<file path="config.mk">
export PLATFORM = sky130hd
export DESIGN_NAME = pci_win_xlate
export DESIGN_NICKNAME = d
export VERILOG_FILES = /design/src/rtl/pwt_pkg.sv /design/src/rtl/pwt_regs.sv /design/src/rtl/pwt_window.sv /design/src/rtl/pwt_select.sv /design/src/rtl/pwt_seq.sv /design/src/rtl/pci_win_xlate.sv
export SDC_FILE = /design/constraint.sdc
export NUM_CORES = 2
export LEC_CHECK = 0
export ABC_CLOCK_PERIOD_IN_PS = 2910
export CORE_ASPECT_RATIO = 0.9
export CORE_MARGIN = 5
export CORE_UTILIZATION = 53
export CTS_CLUSTER_DIAMETER = 40
export DETAILED_ROUTE_END_ITERATION = 8
export PLACE_DENSITY = 0.78
export SYNTH_ARGS = -nofsm -noshare
export SYNTH_HDL_FRONTEND = slang
export SYNTH_HIERARCHICAL = 1
export SYNTH_SLANG_ARGS = --single-unit
</file>
<file path="constraint.sdc">
create_clock -name clk -period 2.91 [get_ports clk]
set_input_delay 0.582 -clock clk [delete_from_list [all_inputs] [get_ports clk]]
set_output_delay 0.582 -clock clk [all_outputs]
set_load 0.02 [all_outputs]
</file>
<file path="src/rtl/pwt_pkg.sv">
package pwt_pkg;

   localparam int BUS_W  = 32;
   localparam int PTE_W  = 64;
   localparam int CTRL_W = 64;
   localparam int PAGE_LOW_W = 13;

   // high address field used for window compare
   localparam logic [BUS_W-1:0] HI_FIELD   = 32'hFFF0_0000;
   // offset bits always inside a direct window
   localparam logic [BUS_W-1:0] OFS_FILL   = 32'h000F_FFFF;
   // page index bits below the window field for table lookup
   localparam logic [BUS_W-1:0] PIDX_FILL  = 32'h000F_E000;
   // low bits always cleared from the table base
   localparam logic [BUS_W-1:0] TBL_FILL   = 32'h0000_03FF;
   localparam int TBL_SHIFT = 10;

   localparam logic [CTRL_W-1:0] CTRL_RST =
      (64'h1 << 20) | (64'h1 << 32) | (64'h2 << 36);

   typedef enum logic [1:0] {
      SEQ_IDLE  = 2'd0,
      SEQ_MREQ  = 2'd1,
      SEQ_MWAIT = 2'd2,
      SEQ_RESP  = 2'd3
   } seq_state_t;

endpackage

</file>
<file path="src/rtl/pwt_regs.sv">
module pwt_regs
   import pwt_pkg::*;
#(
   parameter int NUM_WIN = 4,
   parameter int SYS_W   = 40,
   parameter int REG_AW  = 4
) (
   input  logic                          clk,
   input  logic                          rst_n,
   input  logic                          wr_en,
   input  logic [REG_AW-1:0]             addr,
   input  logic [63:0]                   wdata,
   output logic [63:0]                   rdata,
   output logic [NUM_WIN-1:0][BUS_W-1:0] base_q,
   output logic [NUM_WIN-1:0][BUS_W-1:0] mask_q,
   output logic [NUM_WIN-1:0][SYS_W-1:0] tbase_q
);

   localparam int MASK_OFS  = NUM_WIN;
   localparam int TBASE_OFS = 2 * NUM_WIN;
   localparam int CTRL_IDX  = 3 * NUM_WIN;

   logic [CTRL_W-1:0] ctrl_q;

   always_ff @(posedge clk) begin
      if (!rst_n)
         ctrl_q <= CTRL_RST;
      else if (wr_en && addr == REG_AW'(CTRL_IDX))
         ctrl_q <= wdata;
   end

   for (genvar w = 0; w < NUM_WIN; w++) begin : g_win
      always_ff @(posedge clk) begin
         if (!rst_n) begin
            base_q[w]  <= '0;
            mask_q[w]  <= '0;
            tbase_q[w] <= '0;
         end else if (wr_en) begin
            if (addr == REG_AW'(w))
               base_q[w] <= wdata[BUS_W-1:0];
            if (addr == REG_AW'(MASK_OFS + w))
               mask_q[w] <= wdata[BUS_W-1:0];
            if (addr == REG_AW'(TBASE_OFS + w))
               tbase_q[w] <= wdata[SYS_W-1:0];
         end
      end
   end

   logic wdata_unused;
   assign wdata_unused = ^wdata;

   always_comb begin
      rdata = '0;
      if (addr == REG_AW'(CTRL_IDX))
         rdata = ctrl_q;
      for (int k = 0; k < NUM_WIN; k++) begin
         if (addr == REG_AW'(k))
            rdata = {{(64-BUS_W){1'b0}}, base_q[k]};
         if (addr == REG_AW'(MASK_OFS + k))
            rdata = {{(64-BUS_W){1'b0}}, mask_q[k]};
         if (addr == REG_AW'(TBASE_OFS + k))
            rdata = {{(64-SYS_W){1'b0}}, tbase_q[k]};
      end
   end

endmodule

</file>
<file path="src/rtl/pwt_window.sv">
module pwt_window
   import pwt_pkg::*;
#(
   parameter int SYS_W = 40
) (
   input  logic [BUS_W-1:0] bus_addr,
   input  logic [BUS_W-1:0] win_base,
   input  logic [BUS_W-1:0] win_mask,
   input  logic [SYS_W-1:0] win_tbase,
   output logic             hit,
   output logic             sg_mode,
   output logic [SYS_W-1:0] direct_addr,
   output logic [SYS_W-1:0] table_addr
);

   localparam int PAD = SYS_W - BUS_W;

   logic [BUS_W-1:0] size_hi;
   logic [BUS_W-1:0] cmp_sel;
   logic [BUS_W-1:0] ofs_sel;
   logic [BUS_W-1:0] pidx_sel;
   logic [BUS_W-1:0] tbl_clr;

   always_comb begin
      size_hi  = win_mask & HI_FIELD;
      cmp_sel  = ~win_mask & HI_FIELD;
      ofs_sel  = size_hi | OFS_FILL;
      pidx_sel = size_hi | PIDX_FILL;
      tbl_clr  = (size_hi >> TBL_SHIFT) | TBL_FILL;

      hit      = win_base[0] && ((bus_addr & cmp_sel) == (win_base & cmp_sel));
      sg_mode  = win_base[1];

      direct_addr = (win_tbase & ~{{PAD{1'b0}}, ofs_sel})
                  | {{PAD{1'b0}}, bus_addr & ofs_sel};
      table_addr  = (win_tbase & ~{{PAD{1'b0}}, tbl_clr})
                  | {{PAD{1'b0}}, (bus_addr & pidx_sel) >> TBL_SHIFT};
   end

endmodule

</file>
<file path="src/rtl/pwt_select.sv">
module pwt_select
   import pwt_pkg::*;
#(
   parameter int NUM_WIN = 4,
   parameter int SYS_W   = 40
) (
   input  logic [BUS_W-1:0]              bus_addr,
   input  logic [NUM_WIN-1:0]            hit,
   input  logic [NUM_WIN-1:0]            sg_mode,
   input  logic [NUM_WIN-1:0][SYS_W-1:0] direct_addr,
   input  logic [NUM_WIN-1:0][SYS_W-1:0] table_addr,
   output logic                          use_sg,
   output logic [SYS_W-1:0]              plain_result,
   output logic [SYS_W-1:0]              sel_table
);

   // scan from the top down so the lowest index is written last and wins
   always_comb begin
      use_sg       = 1'b0;
      plain_result = {{(SYS_W-BUS_W){1'b0}}, bus_addr};
      sel_table    = '0;
      for (int k = NUM_WIN - 1; k >= 0; k--) begin
         if (hit[k]) begin
            use_sg       = sg_mode[k];
            plain_result = direct_addr[k];
            sel_table    = table_addr[k];
         end
      end
   end

endmodule

</file>
<file path="src/rtl/pwt_seq.sv">
module pwt_seq
   import pwt_pkg::*;
#(
   parameter int SYS_W = 40
) (
   input  logic                  clk,
   input  logic                  rst_n,
   input  logic                  req_valid,
   output logic                  req_ready,
   input  logic [PAGE_LOW_W-1:0] bus_low,
   input  logic                  use_sg,
   input  logic [SYS_W-1:0]      plain_result,
   input  logic [SYS_W-1:0]      sel_table,
   output logic                  mem_req_valid,
   input  logic                  mem_req_ready,
   output logic [SYS_W-1:0]      mem_req_addr,
   input  logic                  mem_rsp_valid,
   input  logic [PTE_W-1:0]      mem_rsp_data,
   output logic                  rsp_valid,
   input  logic                  rsp_ready,
   output logic [SYS_W-1:0]      rsp_addr
);

   localparam int FRAME_W = SYS_W - PAGE_LOW_W;

   seq_state_t            st_q;
   logic [SYS_W-1:0]      res_q;
   logic [SYS_W-1:0]      tbl_q;
   logic [PAGE_LOW_W-1:0] low_q;
   logic [SYS_W-1:0]      sg_result;
   logic                  pte_unused;

   // entry bit 0 is dropped, entry bit k lands at bit k+12; bit 12 comes from the bus
   assign sg_result  = {mem_rsp_data[FRAME_W:1], low_q};
   assign pte_unused = ^mem_rsp_data;

   always_ff @(posedge clk) begin
      if (!rst_n) begin
         st_q  <= SEQ_IDLE;
         res_q <= '0;
         tbl_q <= '0;
         low_q <= '0;
      end else begin
         unique case (st_q)
            SEQ_IDLE: if (req_valid) begin
               if (use_sg) begin
                  tbl_q <= sel_table;
                  low_q <= bus_low;
                  st_q  <= SEQ_MREQ;
               end else begin
                  res_q <= plain_result;
                  st_q  <= SEQ_RESP;
               end
            end
            SEQ_MREQ:  if (mem_req_ready) st_q <= SEQ_MWAIT;
            SEQ_MWAIT: if (mem_rsp_valid) begin
               res_q <= sg_result;
               st_q  <= SEQ_RESP;
            end
            SEQ_RESP:  if (rsp_ready) st_q <= SEQ_IDLE;
            default:   st_q <= SEQ_IDLE;
         endcase
      end
   end

   assign req_ready     = (st_q == SEQ_IDLE);
   assign mem_req_valid = (st_q == SEQ_MREQ);
   assign mem_req_addr  = tbl_q;
   assign rsp_valid     = (st_q == SEQ_RESP);
   assign rsp_addr      = res_q;

endmodule

</file>
<file path="src/rtl/pci_win_xlate.sv">
module pci_win_xlate
   import pwt_pkg::*;
#(
   parameter  int NUM_WIN = 4,
   parameter  int SYS_W   = 40,
   localparam int REG_AW  = $clog2(3 * NUM_WIN + 1)
) (
   input  logic              clk,
   input  logic              rst_n,
   input  logic              reg_wr_en,
   input  logic [REG_AW-1:0] reg_addr,
   input  logic [63:0]       reg_wdata,
   output logic [63:0]       reg_rdata,
   input  logic              req_valid,
   output logic              req_ready,
   input  logic [31:0]       req_addr,
   output logic              rsp_valid,
   input  logic              rsp_ready,
   output logic [SYS_W-1:0]  rsp_addr,
   output logic              mem_req_valid,
   input  logic              mem_req_ready,
   output logic [SYS_W-1:0]  mem_req_addr,
   input  logic              mem_rsp_valid,
   input  logic [63:0]       mem_rsp_data
);

   if (NUM_WIN < 1 || NUM_WIN > 16) begin : g_bad_num_win
      $error("pci_win_xlate: NUM_WIN must be 1..16");
   end
   if (SYS_W <= BUS_W || SYS_W > 64) begin : g_bad_sys_w
      $error("pci_win_xlate: SYS_W must be 33..64");
   end

   logic [NUM_WIN-1:0][BUS_W-1:0] base_q;
   logic [NUM_WIN-1:0][BUS_W-1:0] mask_q;
   logic [NUM_WIN-1:0][SYS_W-1:0] tbase_q;
   logic [NUM_WIN-1:0]            win_hit;
   logic [NUM_WIN-1:0]            win_sg;
   logic [NUM_WIN-1:0][SYS_W-1:0] win_direct;
   logic [NUM_WIN-1:0][SYS_W-1:0] win_table;
   logic                          use_sg;
   logic [SYS_W-1:0]              plain_result;
   logic [SYS_W-1:0]              sel_table;

   pwt_regs #(.NUM_WIN(NUM_WIN), .SYS_W(SYS_W), .REG_AW(REG_AW)) u_regs (
      .clk     (clk),
      .rst_n   (rst_n),
      .wr_en   (reg_wr_en),
      .addr    (reg_addr),
      .wdata   (reg_wdata),
      .rdata   (reg_rdata),
      .base_q  (base_q),
      .mask_q  (mask_q),
      .tbase_q (tbase_q)
   );

   for (genvar w = 0; w < NUM_WIN; w++) begin : g_window
      pwt_window #(.SYS_W(SYS_W)) u_win (
         .bus_addr    (req_addr),
         .win_base    (base_q[w]),
         .win_mask    (mask_q[w]),
         .win_tbase   (tbase_q[w]),
         .hit         (win_hit[w]),
         .sg_mode     (win_sg[w]),
         .direct_addr (win_direct[w]),
         .table_addr  (win_table[w])
      );
   end

   pwt_select #(.NUM_WIN(NUM_WIN), .SYS_W(SYS_W)) u_sel (
      .bus_addr     (req_addr),
      .hit          (win_hit),
      .sg_mode      (win_sg),
      .direct_addr  (win_direct),
      .table_addr   (win_table),
      .use_sg       (use_sg),
      .plain_result (plain_result),
      .sel_table    (sel_table)
   );

   pwt_seq #(.SYS_W(SYS_W)) u_seq (
      .clk           (clk),
      .rst_n         (rst_n),
      .req_valid     (req_valid),
      .req_ready     (req_ready),
      .bus_low       (req_addr[PAGE_LOW_W-1:0]),
      .use_sg        (use_sg),
      .plain_result  (plain_result),
      .sel_table     (sel_table),
      .mem_req_valid (mem_req_valid),
      .mem_req_ready (mem_req_ready),
      .mem_req_addr  (mem_req_addr),
      .mem_rsp_valid (mem_rsp_valid),
      .mem_rsp_data  (mem_rsp_data),
      .rsp_valid     (rsp_valid),
      .rsp_ready     (rsp_ready),
      .rsp_addr      (rsp_addr)
   );

endmodule

</file>
==> results.yml <==
sta:
  grt_setup_unrepaired: "yes"
  max_freq_mhz: 327
  max-slew-margin-rel_pct: 45.0
  setup_viol_count_final: 86
  maxSlewViolCount: 0
  finClkSkew_ps: 23.2
  layout_min_cycle_time_ps: 3060
  final.period_utilization_pct: 105
  final_hold_viol_count: 0
  fin_ws_ps: -152
  slew_at_the_pin_with_the_worst_max_slew_slack_ps: 822
global_route:
  wire_length_of_the_first_global_routing_pass_mm: 176
  grt_pass1_vias: 29500
  grt_util_all_layers_pct: 33.5
  grt_overflow: 0
  grt_start_max_net_pins: 96
  antenna_found_initial: 6
yosys:
  post_synth.cell_area_avg_um2: 7.74
  ys_seq_area_share_pct: 35.6
  synthesis.area_mm2: 0.0324
  synth_enable_flop_cells: 0
  synth.area.top_cells: "dfxtp_1 36%, nand2_1 16%, a21boi_0 6.8%"
  postSynth.asyncResetShare_pct: 0
  synth_flop_cell: "dfxtp_1"
  synth.top_cell.area_share_pct: 35.6
  post_synth_most_frequent_cells: "1339 x nand2_1, 575 x dfxtp_1, 295 x a21boi_0"
  netlist-cell-type-count: 57
  postSynthCellCount: 4183
  cell_taking_the_most_area_after_synthesis: "dfxtp_1"
  postSynthRegisterBits: 575
  yosysWarnings: 6
  library_cell_with_the_highest_instance_count_after_synthesis: "nand2_1"
critical_path:
  critical_path_depth: 11
  cpLargestDelayFamily: "simple AND/OR/NAND/NOR gates"
  longest_individual_stage_delay_on_the_worst_path_ps: 560
  worst_setup_path_startpoint: "u_regs/base_q[116]"
  r2r_setup_slack_ps: -150
  worst_setup_path_endpoint: "u_seq/rsp_addr[36]"
  rr_endpoint: "u_seq/rsp_addr[36]"
  crit_path_start_kind: "register"
  critPathSlowestCell: "or4_4"
  r2r.worst_path.cells: 11
  cp-end-kind: "register"
  critical_path_maximum_fanout: 24
  cp.buffers_inverters: 1
  worstPathCellList: "xnor2_2 > o22ai_1 > or4_4 > nor4_4 > nor2b_4 > buf_6 > a221oi_1 > o31ai_1 > mux2_2 > nand2_1 > mux2i_2"
  timing.critical_path.arrival_ps: 3600
  reg2reg_from: "u_regs/base_q[116]"
  criticalPathCategory: "register to register"
  critPathRequiredTime_ps: 3450
power_and_ir_drop:
  power-per-cell-area_mw_per_mm2: 579
  vdd_ir_drop_max_mv: 0.500
  share_seq_of_total_power_pct: 36.6
  power_frac_comb_pct: 17.5
  sw_frac_of_total_pct: 27.5
  p_int_mw: 16.6
  switchingPower_mw: 6.31
  p_total_mw: 22.9
  power.leakage_nw: 14.2
  pwr-share-clk_pct: 45.9
detailed_routing:
  via_per_inst: 6.08
  detail_route.wl_per_cell_um: 22.9
  routed_wirelength_mm: 118
  drtPass1Iterations: 9
  route.antenna.remaining_nets: 0
  detail_route.iter0.violations: 4331
  route.detailed.drc: 0
  dr_total_vias: 31500
cells_and_area:
  regArea_mm2: 0.0115
  utilization_pct: 65.1
  multiInputGateArea_mm2: 0.0176
  instances_no_fill: 5173
  area_growth_pct: 22.4
  finalNetCount: 4487
  proportion_of_layout_cells_with_a_drive_suffix_above_1_pct: 16.8
  filler_cell_count: 4891
clocking:
  clock_tree_from_tritoncts: "done"
  numClockSinks: 575
  cts.clk_slew.worst_paths_ps: 60
  htreeDepth: 3
  cts-buffers-inserted: 83
  clk-insertion-delay-late_ps: 640
  cell_chosen_for_the_clock_root: "clkbuf_16"
  clockBufferDepth: 3
placed_design:
  place.detailed.instances: 4982
  portBuffers: 280
  place_hpwl_mm: 77.7
  place_congestion: 1.06
floorplan:
  placement_rows: 86
  fp.coreArea_mm2: 0.0609
  fp.dieH_um: 244
  pin_count: 318
  floorplan.initialDensity_pct: 53.1
  dieWidth_um: 270
  area_of_the_die_mm2: 0.0661
outcome:
  failed_checks: "setup timing"
  status: "finished, violations left"
worst_hold_path:
  worstHoldPathType: "input pin to register"
run:
  max-cap-violations: 0
==> through the flow <==
step / setup TNS (ps) / worst slack [ps] / hold WS [ps] / area [um^2]
finish: -3890 / -152 / 438 / 39600
global route: -11500 / -187 / 451 / 39600
CTS: -345 / -33.1 / 410 / 39300
detailed placement: -96020 / -1010 / 441 / 35900
global placement: -87200 / -955 / 436 / 35900
floorplan: -2650 / -38.5 / 430 / 32500
==> state kept, by name (all words and copies together) (netlist names) <==
signal	cells
u_regs/ctrl_q	64
u_seq/low_q	13
u_regs/mask_q	128
u_seq/st_q	2
u_seq/mem_req_addr	40
u_regs/tbase_q	160
u_regs/base_q	128
u_seq/rsp_addr	40
==> final cells by class <==
cell class / count / share of cell area, %
antenna: 4 / 0.0253
clock buffer: 100 / 5.74
clock inverter: 51 / 1.58
inverter: 98 / 0.938
multi-input combinational: 2946 / 44.3
sequential: 575 / 29.1
tap: 792 / 2.50
timing repair buffer: 607 / 15.8
==> worst min-delay path by stage <==
stage,slack [ps],to,start,cells after the start
2_1_floorplan,430,u_regs/ctrl_q[40],u_regs/ctrl_q[40],2
3_3_place_gp,440,u_regs/ctrl_q[44],u_regs/ctrl_q[44],2
3_5_place_dp,440,u_regs/ctrl_q[57],u_regs/ctrl_q[57],2
4_1_cts,410,u_regs/ctrl_q[20],rst_n,2
5_1_grt,450,u_regs/ctrl_q[20],rst_n,2
6_report,440,u_seq/rsp_addr[32],rst_n,3
==> metal layers <==
metal | part of all wire (%) | GRT usage, % | vias to the layer above
met5 | 0.0059 | 0 | -
met4 | 5.9 | 15.8 | 2
met3 | 12 | 6.87 | 461
met2 | 44 | 52.5 | 2155
met1 | 38 | 44.6 | 14700
li1 | - | - | 14100
==> logic make-up after synthesis <==
logic type,share of synthesized area (%)
fa+ha+maj,0.193
xor+xnor,1.30
simple gates,19.0
mux,8.45
other cells,0.0464
flops,35.6
compound gates,24.1
buf+inv,11.4
==> timing repair <==
item,in CTS,in global routing
buffers inserted,13,12
hold buffers,0,0
hold endpoints to repair,0,0
gates resized for setup,117,48
gates cloned,8,5
pin swaps,13,13
setup endpoints to repair,154,110
==> cells in the final DEF (no fill, tap or decap), types with 16 or more instances in the layout <==
master,netlist,final
o22ai_1,57,57
clkbuf_16,0,90
clkinv_2,0,16
buf_4,240,244
and2_1,25,24
o211ai_1,28,28
xnor2_1,48,42
dfxtp_1,575,567
a22oi_1,31,31
clkdlybuf4s50_1,0,203
a221oi_1,48,47
nand2_1,1339,1336
mux2_2,103,103
o31ai_1,48,45
o21ai_0,165,163
a21boi_1,235,233
o2bb2ai_1,26,24
inv_1,96,95
mux4_2,37,37
mux2i_1,74,71
a21boi_0,295,292
buf_12,0,61
o22ai_2,30,30
a21oi_1,91,89
dlygate4sd2_1,0,58
nor2_1,148,136
==> power by group through the flow <==
stage | Clock [mW] | Combinational, mW | Sequential (mW)
4_1_cts | 10.6 | 3.86 | 8.39
2_1_floorplan | 0 | 1.91 | 8.77
6_report | 10.5 | 4.01 | 8.40
3_5_place_dp | 0 | 3.51 | 8.55
5_1_grt | 11.0 | 4.14 | 8.43
3_3_place_gp | 0 | 3.47 | 8.55
==> tightest hold or removal path, stage by stage <==
cell and delay (ps):
buf_8 250, nand2_1 130, mux2i_1 50
No activity file was read; power rests on OpenSTA's default activity.
